File: config.mk
export PLATFORM = sky130hd
export DESIGN_NAME = commit_thread_sel
export DESIGN_NICKNAME = d
export VERILOG_FILES = /design/src/rtl/cts_pkg.sv /design/src/rtl/cts_age_pick.sv /design/src/rtl/cts_rr_order.sv /design/src/rtl/commit_thread_sel.sv
export SDC_FILE = /design/constraint.sdc
export NUM_CORES = 1
export LEC_CHECK = 0
export ABC_AREA = 1
export BUFFER_PORTS_ARGS = -buffer_cell sky130_fd_sc_hd__buf_2
export CAP_MARGIN = 20
export CORE_MARGIN = 2
export CORE_UTILIZATION = 46
export CTS_CLUSTER_SIZE = 10
export DETAILED_ROUTE_END_ITERATION = 12
export HOLD_SLACK_MARGIN = 0.15
export MAX_ROUTING_LAYER = met4
export PLACE_DENSITY_LB_ADDON = 0.3
export RECOVER_POWER = 100
export REMOVE_ABC_BUFFERS = 1
export SETUP_SLACK_MARGIN = 0.5
export SYNTH_ARGS = -nofsm -noshare
export SYNTH_HDL_FRONTEND = slang
export SYNTH_SLANG_ARGS = --single-unit
File: constraint.sdc
create_clock -name clk -period 4.2 [get_ports clk]
set_input_delay 0 -clock clk [delete_from_list [all_inputs] [get_ports clk]]
set_output_delay 0 -clock clk [all_outputs]
set_load 0.01 [all_outputs]
File: src/rtl/cts_pkg.sv
package cts_pkg;

  typedef enum logic [2:0] {
    ST_IDLE    = 3'd0,
    ST_RUN     = 3'd1,
    ST_SQUASH  = 3'd2,
    ST_TRAP    = 3'd3,
    ST_FTRAP   = 3'd4,
    ST_SQAFTER = 3'd5
  } cstat_e;

  typedef enum logic [1:0] {
    POL_ROTATE = 2'd0,
    POL_OLDEST = 2'd1,
    POL_GREEDY = 2'd2,
    POL_RSVD   = 2'd3
  } cpol_e;

  localparam int unsigned STAT_W = 3;

  // A thread may retire only in these three states.
  function automatic logic may_commit(input logic [STAT_W-1:0] s);
    return (s == ST_IDLE) || (s == ST_RUN) || (s == ST_FTRAP);
  endfunction

endpackage

File: src/rtl/cts_age_pick.sv
module cts_age_pick #(
  parameter int NTHREADS = 4,
  parameter int SEQ_W    = 16,
  parameter int TID_W    = 2
) (
  input  logic [NTHREADS-1:0]       cand,
  input  logic [SEQ_W*NTHREADS-1:0] seq,
  output logic                      pick_valid,
  output logic [TID_W-1:0]          pick_tid
);

  logic [SEQ_W-1:0] best;

  // Ascending scan that replaces only on a strictly smaller value,
  // so the lowest index wins a tie.
  always_comb begin
    pick_valid = 1'b0;
    pick_tid   = '0;
    best       = '0;
    for (int i = 0; i < NTHREADS; i++) begin
      if (cand[i] && (!pick_valid || (seq[i*SEQ_W +: SEQ_W] < best))) begin
        pick_valid = 1'b1;
        pick_tid   = TID_W'(i);
        best       = seq[i*SEQ_W +: SEQ_W];
      end
    end
  end

endmodule

File: src/rtl/cts_rr_order.sv
module cts_rr_order #(
  parameter int NTHREADS = 4,
  parameter int TID_W    = 2
) (
  input  logic                clk,
  input  logic                rst_n,
  input  logic [NTHREADS-1:0] qual,
  input  logic                take,
  input  logic                deact_valid,
  input  logic [TID_W-1:0]    deact_tid,
  output logic                pick_valid,
  output logic [TID_W-1:0]    pick_tid
);

  localparam int CNT_W = $clog2(NTHREADS + 1);

  logic [TID_W-1:0] order_q [NTHREADS];
  logic [TID_W-1:0] order_d [NTHREADS];
  logic [CNT_W-1:0] len_q, len_d;
  logic [TID_W-1:0] pick_pos;
  logic             d_found;
  logic [TID_W-1:0] d_pos;

  // Front-most qualifying entry: a descending scan leaves the lowest position.
  always_comb begin
    pick_valid = 1'b0;
    pick_tid   = '0;
    pick_pos   = '0;
    for (int i = NTHREADS - 1; i >= 0; i--) begin
      if ((CNT_W'(i) < len_q) && qual[order_q[i]]) begin
        pick_valid = 1'b1;
        pick_tid   = order_q[i];
        pick_pos   = TID_W'(i);
      end
    end
  end

  // Position of the thread named by a deactivate request, if it is listed.
  always_comb begin
    d_found = 1'b0;
    d_pos   = '0;
    for (int i = NTHREADS - 1; i >= 0; i--) begin
      if ((CNT_W'(i) < len_q) && (order_q[i] == deact_tid)) begin
        d_found = 1'b1;
        d_pos   = TID_W'(i);
      end
    end
  end

  // Removal wins over rotation in the same cycle.
  always_comb begin
    for (int i = 0; i < NTHREADS; i++) order_d[i] = order_q[i];
    len_d = len_q;
    if (deact_valid && d_found) begin
      for (int i = 0; i < NTHREADS - 1; i++)
        if (TID_W'(i) >= d_pos) order_d[i] = order_q[i+1];
      len_d = len_q - 1'b1;
    end else if (take && pick_valid) begin
      for (int i = 0; i < NTHREADS - 1; i++)
        if (TID_W'(i) >= pick_pos) order_d[i] = order_q[i+1];
      order_d[len_q - 1'b1] = pick_tid;
    end
  end

  always_ff @(posedge clk) begin
    if (!rst_n) begin
      for (int i = 0; i < NTHREADS; i++) order_q[i] <= TID_W'(i);
      len_q <= CNT_W'(NTHREADS);
    end else begin
      for (int i = 0; i < NTHREADS; i++) order_q[i] <= order_d[i];
      len_q <= len_d;
    end
  end

endmodule

File: src/rtl/commit_thread_sel.sv
module commit_thread_sel
  import cts_pkg::*;
#(
  parameter  int NTHREADS = 4,
  parameter  int SEQ_W    = 16,
  localparam int TID_W    = (NTHREADS > 1) ? $clog2(NTHREADS) : 1
) (
  input  logic                        clk,
  input  logic                        rst_n,
  input  logic [1:0]                  policy,
  input  logic [STAT_W*NTHREADS-1:0]  thr_status,
  input  logic [NTHREADS-1:0]         head_rdy,
  input  logic [NTHREADS-1:0]         rob_empty,
  input  logic [SEQ_W*NTHREADS-1:0]   head_seq,
  input  logic [NTHREADS-1:0]         active,
  input  logic                        deact_valid,
  input  logic [TID_W-1:0]            deact_tid,
  input  logic                        grant_ready,
  output logic                        grant_valid,
  output logic [TID_W-1:0]            grant_tid
);

  logic [NTHREADS-1:0] elig;

  always_comb begin
    for (int i = 0; i < NTHREADS; i++)
      elig[i] = may_commit(thr_status[i*STAT_W +: STAT_W]);
  end

  generate
    if (NTHREADS == 1) begin : g_single
      assign grant_valid = active[0] & elig[0];
      assign grant_tid   = '0;
    end else begin : g_multi
      logic [NTHREADS-1:0] head_ok;
      logic                rr_valid, age_valid;
      logic [TID_W-1:0]    rr_tid, age_tid;
      logic                use_rr;

      assign head_ok = head_rdy & ~rob_empty;
      assign use_rr  = (policy == POL_ROTATE);

      cts_rr_order #(.NTHREADS(NTHREADS), .TID_W(TID_W)) u_rr (
        .clk         (clk),
        .rst_n       (rst_n),
        .qual        (elig & head_ok),
        .take        (use_rr & grant_ready),
        .deact_valid (deact_valid),
        .deact_tid   (deact_tid),
        .pick_valid  (rr_valid),
        .pick_tid    (rr_tid)
      );

      cts_age_pick #(.NTHREADS(NTHREADS), .SEQ_W(SEQ_W), .TID_W(TID_W)) u_age (
        .cand       (active & elig & head_ok),
        .seq        (head_seq),
        .pick_valid (age_valid),
        .pick_tid   (age_tid)
      );

      assign grant_valid = use_rr ? rr_valid : age_valid;
      assign grant_tid   = use_rr ? rr_tid   : age_tid;
    end
  endgenerate

endmodule

# Word-level counts from Yosys, hierarchy flattened
# Memory sizes are Yosys's and may differ from the RTL's.
# Cells that the tools add are included.
# W data, S select, Z words.
# word_totals
ram_bits,8
mem_count,1
wordCells,142
register_bits,3
# memory_table
name,words,width,read_ports,rd_clocked_by_memory_dff,wr,line,source
g_multi.u_rr.order_q,4,2,4,0,4,cts_rr_order.sv:17,logic [TID_W-1:0] order_q [NTHREADS];
# classes
n_addsub,1
n_lt_le_gt_ge,19
eq_ne,12
n_reduce_logical,33
mux,64
bitwise_logic,11
# ops
op,count
$mux W2,33
$lt A16 B16 Y1,3
$mux W16,3
$mux W1,20
$and A4 B4 Y4,4
$logic_and A1 B1 Y1,14
$eq A3 B1 Y1 const B,4
$eq A3 B3 Y1 const B,4
$logic_not A3 Y1,4
$lt A2 B3 Y1 const B,4
$logic_or A1 B1 Y1,11
$bmux W1 S2,4
$bwmux W8,1
$eq A2 B2 Y1,4
$ge A1 B2 Y1 const A,4
$mux W8,1
$lt A1 B3 Y1 const A,2
$lt A2 B3 Y1 const A,2
$mux W6,1
$demux W2 S2,1
$ge A2 B2 Y1 const A,2
$ge A4 B3 Y1 const B,1
$lt A4 B1 Y1 const B,1
$not A3 Y4,1
other kinds (6),11

# Logic depth before layout (Yosys ltp)
# depth
ltp_word,19
depth_mapped,45

# Cells and area by module
# From an unflattened synthesis, not the netlist that was laid out.
# hier_totals
hier_cells,514
hier_area_um2,2926.6
# modules_own_cells
mod,area_per_inst_um2,cells_per_inst,instances,seq_area_each_um2
cts_age_pick,1461.4,243,1,0.0
cts_rr_order,1306.3,232,1,220.2
commit_thread_sel,158.9,39,1,0.0

# Least setup slack after synthesis
# No wires, ideal clock.
# synth_path
kind,input to output
startpoint,in thr_status[1]
endpoint,out grant_tid[0]
stages,38
path_slack_ps,-408
t_arrival_ps,4608
n_path_buf,3
required_ps,4200
cell_sequence,nor2_4 nand3_4 nor2_8 buf_1 nand2_1 ha_1 nand2_1 inv_2 nand2_1 a31oi_1 nor3_1 a21boi_0 nand2_1 nand2_2 nand2_2 clkbuf_1 nand2_1 o21ai_0 [... 2 more ...] nor2_1 a211oi_1 o221a_2 nand2_1 nand2_2 nand2_2 clkbuf_1 nand2_1 o21ai_1 ha_1 a21oi_1 nor2_1 a211oi_1 o221a_2 nand2_1 nand2_1 nand2_1 a21oi_1
# synth_between
elab_chain_len,19
word_cells_on_any_way,46
classes_between,3 x order compare; 2 x eq/ne; 22 x mux; 3 x bitwise; 16 x reduce/logical
# synth_rtl
element,line,source
from (decl),commit_thread_sel.sv:11,"input logic [STAT_W*NTHREADS-1:0] thr_status,"
$eq A3 B1 Y1 / $logic_not A3 Y1 (equally long branches),cts_pkg.sv:23,return (s == ST_IDLE) || (s == ST_RUN) || (s == ST_FTRAP);
$logic_or A1 B1 Y1,cts_pkg.sv:23,
$logic_or A1 B1 Y1 *,cts_pkg.sv:23,
$and A4 B4 Y4 (2 in a row),commit_thread_sel.sv:55,".cand (active & elig & head_ok),"
$mux W16 / $mux W1 (equally long branches),cts_age_pick.sv:21,if (cand[i] && (!pick_valid || (seq[i*SEQ_W +: SEQ_W] < best))) begin
$lt A16 B16 Y1 / $logic_not A1 Y1 (equally long branches),cts_age_pick.sv:21,
$logic_or A1 B1 Y1,cts_age_pick.sv:21,
$logic_and A1 B1 Y1,cts_age_pick.sv:21,
[... 2 more ...],--,
$logic_or A1 B1 Y1,cts_age_pick.sv:21,
$logic_and A1 B1 Y1,cts_age_pick.sv:21,
$mux W16 / $mux W1 (equally long branches),cts_age_pick.sv:21,
$lt A16 B16 Y1 / $logic_not A1 Y1 (equally long branches),cts_age_pick.sv:21,
$logic_or A1 B1 Y1,cts_age_pick.sv:21,
$logic_and A1 B1 Y1,cts_age_pick.sv:21,
$mux W2,cts_age_pick.sv:21,
$mux W2 *,commit_thread_sel.sv:62,assign grant_tid = use_rr ? rr_tid : age_tid;
to (decl),commit_thread_sel.sv:20,output logic [TID_W-1:0] grant_tid
# Mark *: on every way between the ends. The rest lies on a longest branch, timed or not. The select of a mux whose other input is x is not followed.

# Worst setup path after layout
# layout_path
startpoint,in rob_empty[0]
endpoint,out grant_tid[0]
# layout_between
elab_chain_len,17
word_cells_on_any_way,42
classes_between,3 x order compare; 22 x mux; 4 x bitwise; 13 x reduce/logical
# layout_rtl
element,line,source
from (decl),commit_thread_sel.sv:13,"input logic [NTHREADS-1:0] rob_empty,"
$not A4 Y4 *,commit_thread_sel.sv:40,assign head_ok = head_rdy & ~rob_empty;
$and A4 B4 Y4 *,commit_thread_sel.sv:40,
$and A4 B4 Y4,commit_thread_sel.sv:55,
$mux W16 / $mux W1 (equally long branches),cts_age_pick.sv:21,
$lt A16 B16 Y1 / $logic_not A1 Y1 (equally long branches),cts_age_pick.sv:21,
$logic_or A1 B1 Y1,cts_age_pick.sv:21,
$logic_and A1 B1 Y1,cts_age_pick.sv:21,
$mux W16 / $mux W1 (equally long branches),cts_age_pick.sv:21,
$lt A16 B16 Y1 / $logic_not A1 Y1 (equally long branches),cts_age_pick.sv:21,
$logic_or A1 B1 Y1,cts_age_pick.sv:21,
$logic_and A1 B1 Y1,cts_age_pick.sv:21,
$mux W16 / $mux W1 (equally long branches),cts_age_pick.sv:21,
$lt A16 B16 Y1 / $logic_not A1 Y1 (equally long branches),cts_age_pick.sv:21,
$logic_or A1 B1 Y1,cts_age_pick.sv:21,
$logic_and A1 B1 Y1,cts_age_pick.sv:21,
$mux W2,cts_age_pick.sv:21,
$mux W2 *,commit_thread_sel.sv:62,
# Marks and branches as above.

==> flow_metrics.tcl <==
set metrics [dict create \
    status "finished, violations left" \
    failing_checks "setup timing" \
    worst_case_hold_slack_ns 0.1743 \
    core.rowCount 27 \
    worst-path-max-fanout 8 \
    synthCells 436 \
    number_of_flops_mapped_to_enable_cells_by_yosys 0 \
    drt_drc_violations_left 0 \
    ys_async_sr_fraction_pct 0 \
    first_pass_iters 7 \
    diodes 0 \
    syn2layout_area_growth_pct 59.23 \
    crit_path_end_kind "output port" \
    grt_pass1_wl_mm 15.31 \
    wire_per_inst_um 16.36 \
    synthSimpleGateAreaFrac_pct 31.21 \
    dp_hpwl_mm 7.028 \
    cts.clk_slew.worst_paths_ns 0.05 \
    fin_tns_setup_ns -2.251 \
    final.setup.worst_slack_ns -1.140 \
    grt_use_total_pct 30.54 \
    clock_path_buffers 2 \
    ys_top_cells_by_count "sky130_fd_sc_hd__nand2_1 (131), sky130_fd_sc_hd__ha_1 (51), sky130_fd_sc_hd__o21ai_1 (34), sky130_fd_sc_hd__a21oi_1 (33), sky130_fd_sc_hd__nor2_1 (30)" \
    detail_route.wirelength.met1_mm 4.069 \
    finalClockSkew_ns 0.001384 \
    yosys.cell_count.top_type "sky130_fd_sc_hd__nand2_1" \
    grt_pass1_vias 3531 \
    die_y_um 79.62 \
    worst_slew_margin_rel_pct 48.56 \
    achievable-frequency_mhz 187.3 \
    synth_top_family_by_area "simple AND/OR/NAND/NOR gates" \
    start_util_pct 47.76 \
    synth.cell_area_mm2 0.002630 \
    route.top_layer_used "met4" \
    layout.filler_cells 392 \
    crit_arrival_ns 5.34 \
    initial_antenna_violation_count 0 \
    timing_worst_setup_path_type "in -> out" \
    synth_compound_area_share_pct 25.93 \
    wirelength_mm 10.81 \
    finalNetCount 737 \
    worst_ir_drop_vdd_mv 0.2365 \
    detail_route.vias_per_cell 5.805 \
    tightestPinTransition_ns 0.7635 \
    power-per-cell-area_mw_per_mm2 219.6 \
    synth_top_cell_area_share_pct 24.26 \
    final_core_util_pct 76.05 \
    cap_viol_max_count 0 \
    synth_sequential_area_ratio_pct 8.373 \
    final_critical_delay_including_setup_and_external_delays_ns 5.340 \
    gpl.final_weighted_congestion 0.9786 \
    worst_setup_path_start_kind "primary input" \
    layout_worst_path_cycle_share_pct 127.1 \
    cp_slowest_stage_delay_ns 0.33 \
    final-max-slew-violation-count 0 \
    cpMaxStageDelayCell "sky130_fd_sc_hd__ha_1" \
    finish.cell_count_without_fillers 661 \
    synthMuxAreaShare_pct 0 \
    synth_top_flop_cell "sky130_fd_sc_hd__dfxtp_1" \
    cts-root-buf "sky130_fd_sc_hd__clkbuf_8" \
    report.final.hold_viol_count 0 \
    clock_insertion_delay_worst_skew_ns 0.24 \
    die_w_um 79.62 \
    numPortBuffers 98 \
    yosysTopAreaCell "sky130_fd_sc_hd__ha_1" \
    place.detailed.instances 634 \
    hold_path.class "in -> reg" \
    met2_wirelength_mm 5.382 \
    synth_xor_xnor_area_share_pct 1.998 \
    synth_cell_type_count 36 \
    rsz0062_at_grt "true" \
    synth-seq-cells 11 \
    clock_tree_from_tritoncts "built" \
    worstPathRequired_ns 4.20 \
    post_synth_fa_ha_maj_area_fraction_pct 24.26 \
    core-area_mm2 0.005507 \
    layout-drive-gt1-share_pct 43.46 \
    grt_start_max_net_pins 10 \
    numClockSinks 11 \
    postSynthAreaPerCell_um2 6.032 \
    route.antenna.remaining_nets 0 \
    setup_viol 2 \
    synth_top_cells_by_area "sky130_fd_sc_hd__ha_1 (24%), sky130_fd_sc_hd__nand2_1 (19%), sky130_fd_sc_hd__dfxtp_1 (8.4%)" \
    power_leakage_uw 0.002131 \
    h-tree-depth 1 \
    met3_length_um 940 \
    critPathMostFrequentCell "sky130_fd_sc_hd__nand2_2" \
    synth-warning-count 0 \
    num_io_pins 99 \
    global_route.overflow_total 0 \
    drt_iter0_drc 282 \
    die_area_mm2 0.006339 \
    num_cts_buffers 3 \
    dr_total_vias 3837 \
]
cell families after synthesis:
group / Yosys count
AO/OA/AOI/OAI: 119
XOR/XNOR: 6
adder cells (fa/ha/maj): 51
buffers and inverters: 57
flip-flops: 11
AND/OR/NAND/NOR: 192
layout by cell type (no fill, tap or decap), types with 12 or more instances in the layout:
cell type / instances
sky130_fd_sc_hd__a21oi_1: 25
sky130_fd_sc_hd__buf_2: 97
sky130_fd_sc_hd__buf_4: 52
sky130_fd_sc_hd__ha_1: 37
sky130_fd_sc_hd__ha_4: 12
sky130_fd_sc_hd__inv_1: 31
sky130_fd_sc_hd__nand2_1: 106
sky130_fd_sc_hd__nand2_2: 17
sky130_fd_sc_hd__nand2_4: 12
sky130_fd_sc_hd__nor2_1: 27
sky130_fd_sc_hd__o21ai_0: 15
sky130_fd_sc_hd__o21ai_1: 26
power breakdown:
| part | internal, µW | switching, µW |
|---|---|---|
| Clock | 66.6 | 39.1 |
| Sequential | 134 | 53.2 |
| Combinational | 246 | 381 |
| Total | 446 | 473 |
layout make-up:
cell class,count,area [µm²],area share (%)
clock buffers,4,45.04,1.076
inverters,46,175.2,4.183
well taps,72,90.09,2.151
flip-flops and latches,11,220.2,5.258
multi-input cells,370,2664,63.61
repair buffers,158,993.5,23.72
metrics by stage:
stage,total power (µW),setup slack (ns),instance area (µm²)
2_1_floorplan,541.4,-0.2631,2589
3_3_place_gp,713.2,-0.7121,3462
3_5_place_dp,728.8,-0.8509,3462
4_1_cts,866.6,-0.5015,3890
5_1_grt,1003,-1.327,4188
6_report,919.6,-1.140,4188
metal layers:
layer	track usage, %	vias up
li1	-	1793
met1	36.38	1727
met2	54.45	263
met3	2.489	54
met4	9.483	0
met5	-	-
flip-flops by register name, indices dropped and copies added (netlist names):
signal	count
g_multi.u_rr.len_q	3
g_multi.u_rr.order_q	8
worst max-delay path: cells and delay by family:
family	cells	cell delay, ns
AND/OR/NAND/NOR	20	2.06
AO/OA/AOI/OAI	10	1.75
adder cells (fa/ha/maj)	3	0.82
buffers and inverters	5	0.67
final timing paths:
kind	depth (start not counted)	slack, ns	end	startpoint
setup reg to reg	16	1.04	g_multi.u_rr.order_q[2][0]$_SDFFE_PN0P_	g_multi.u_rr.len_q[0]$_SDFFE_PN0P_
hold / removal	4	0.17	g_multi.u_rr.order_q[0][0]$_SDFFE_PN0P_	deact_valid
hold reg to reg	2	0.58	g_multi.u_rr.len_q[1]$_SDFFE_PN0P_	g_multi.u_rr.len_q[1]$_SDFFE_PN0P_
setup / recovery	38	-1.14	grant_tid[0]	rob_empty[0]
what timing repair did:
action,4_1_cts,5_1_grt
buffers inserted,14,6
cloned,2,0
setup endpoints to repair,2,2
pin swaps,23,29
gates resized for setup,63,50
hold endpoints to repair,9,0
hold buffers,1,0
(Power assumes the default switching activity.)
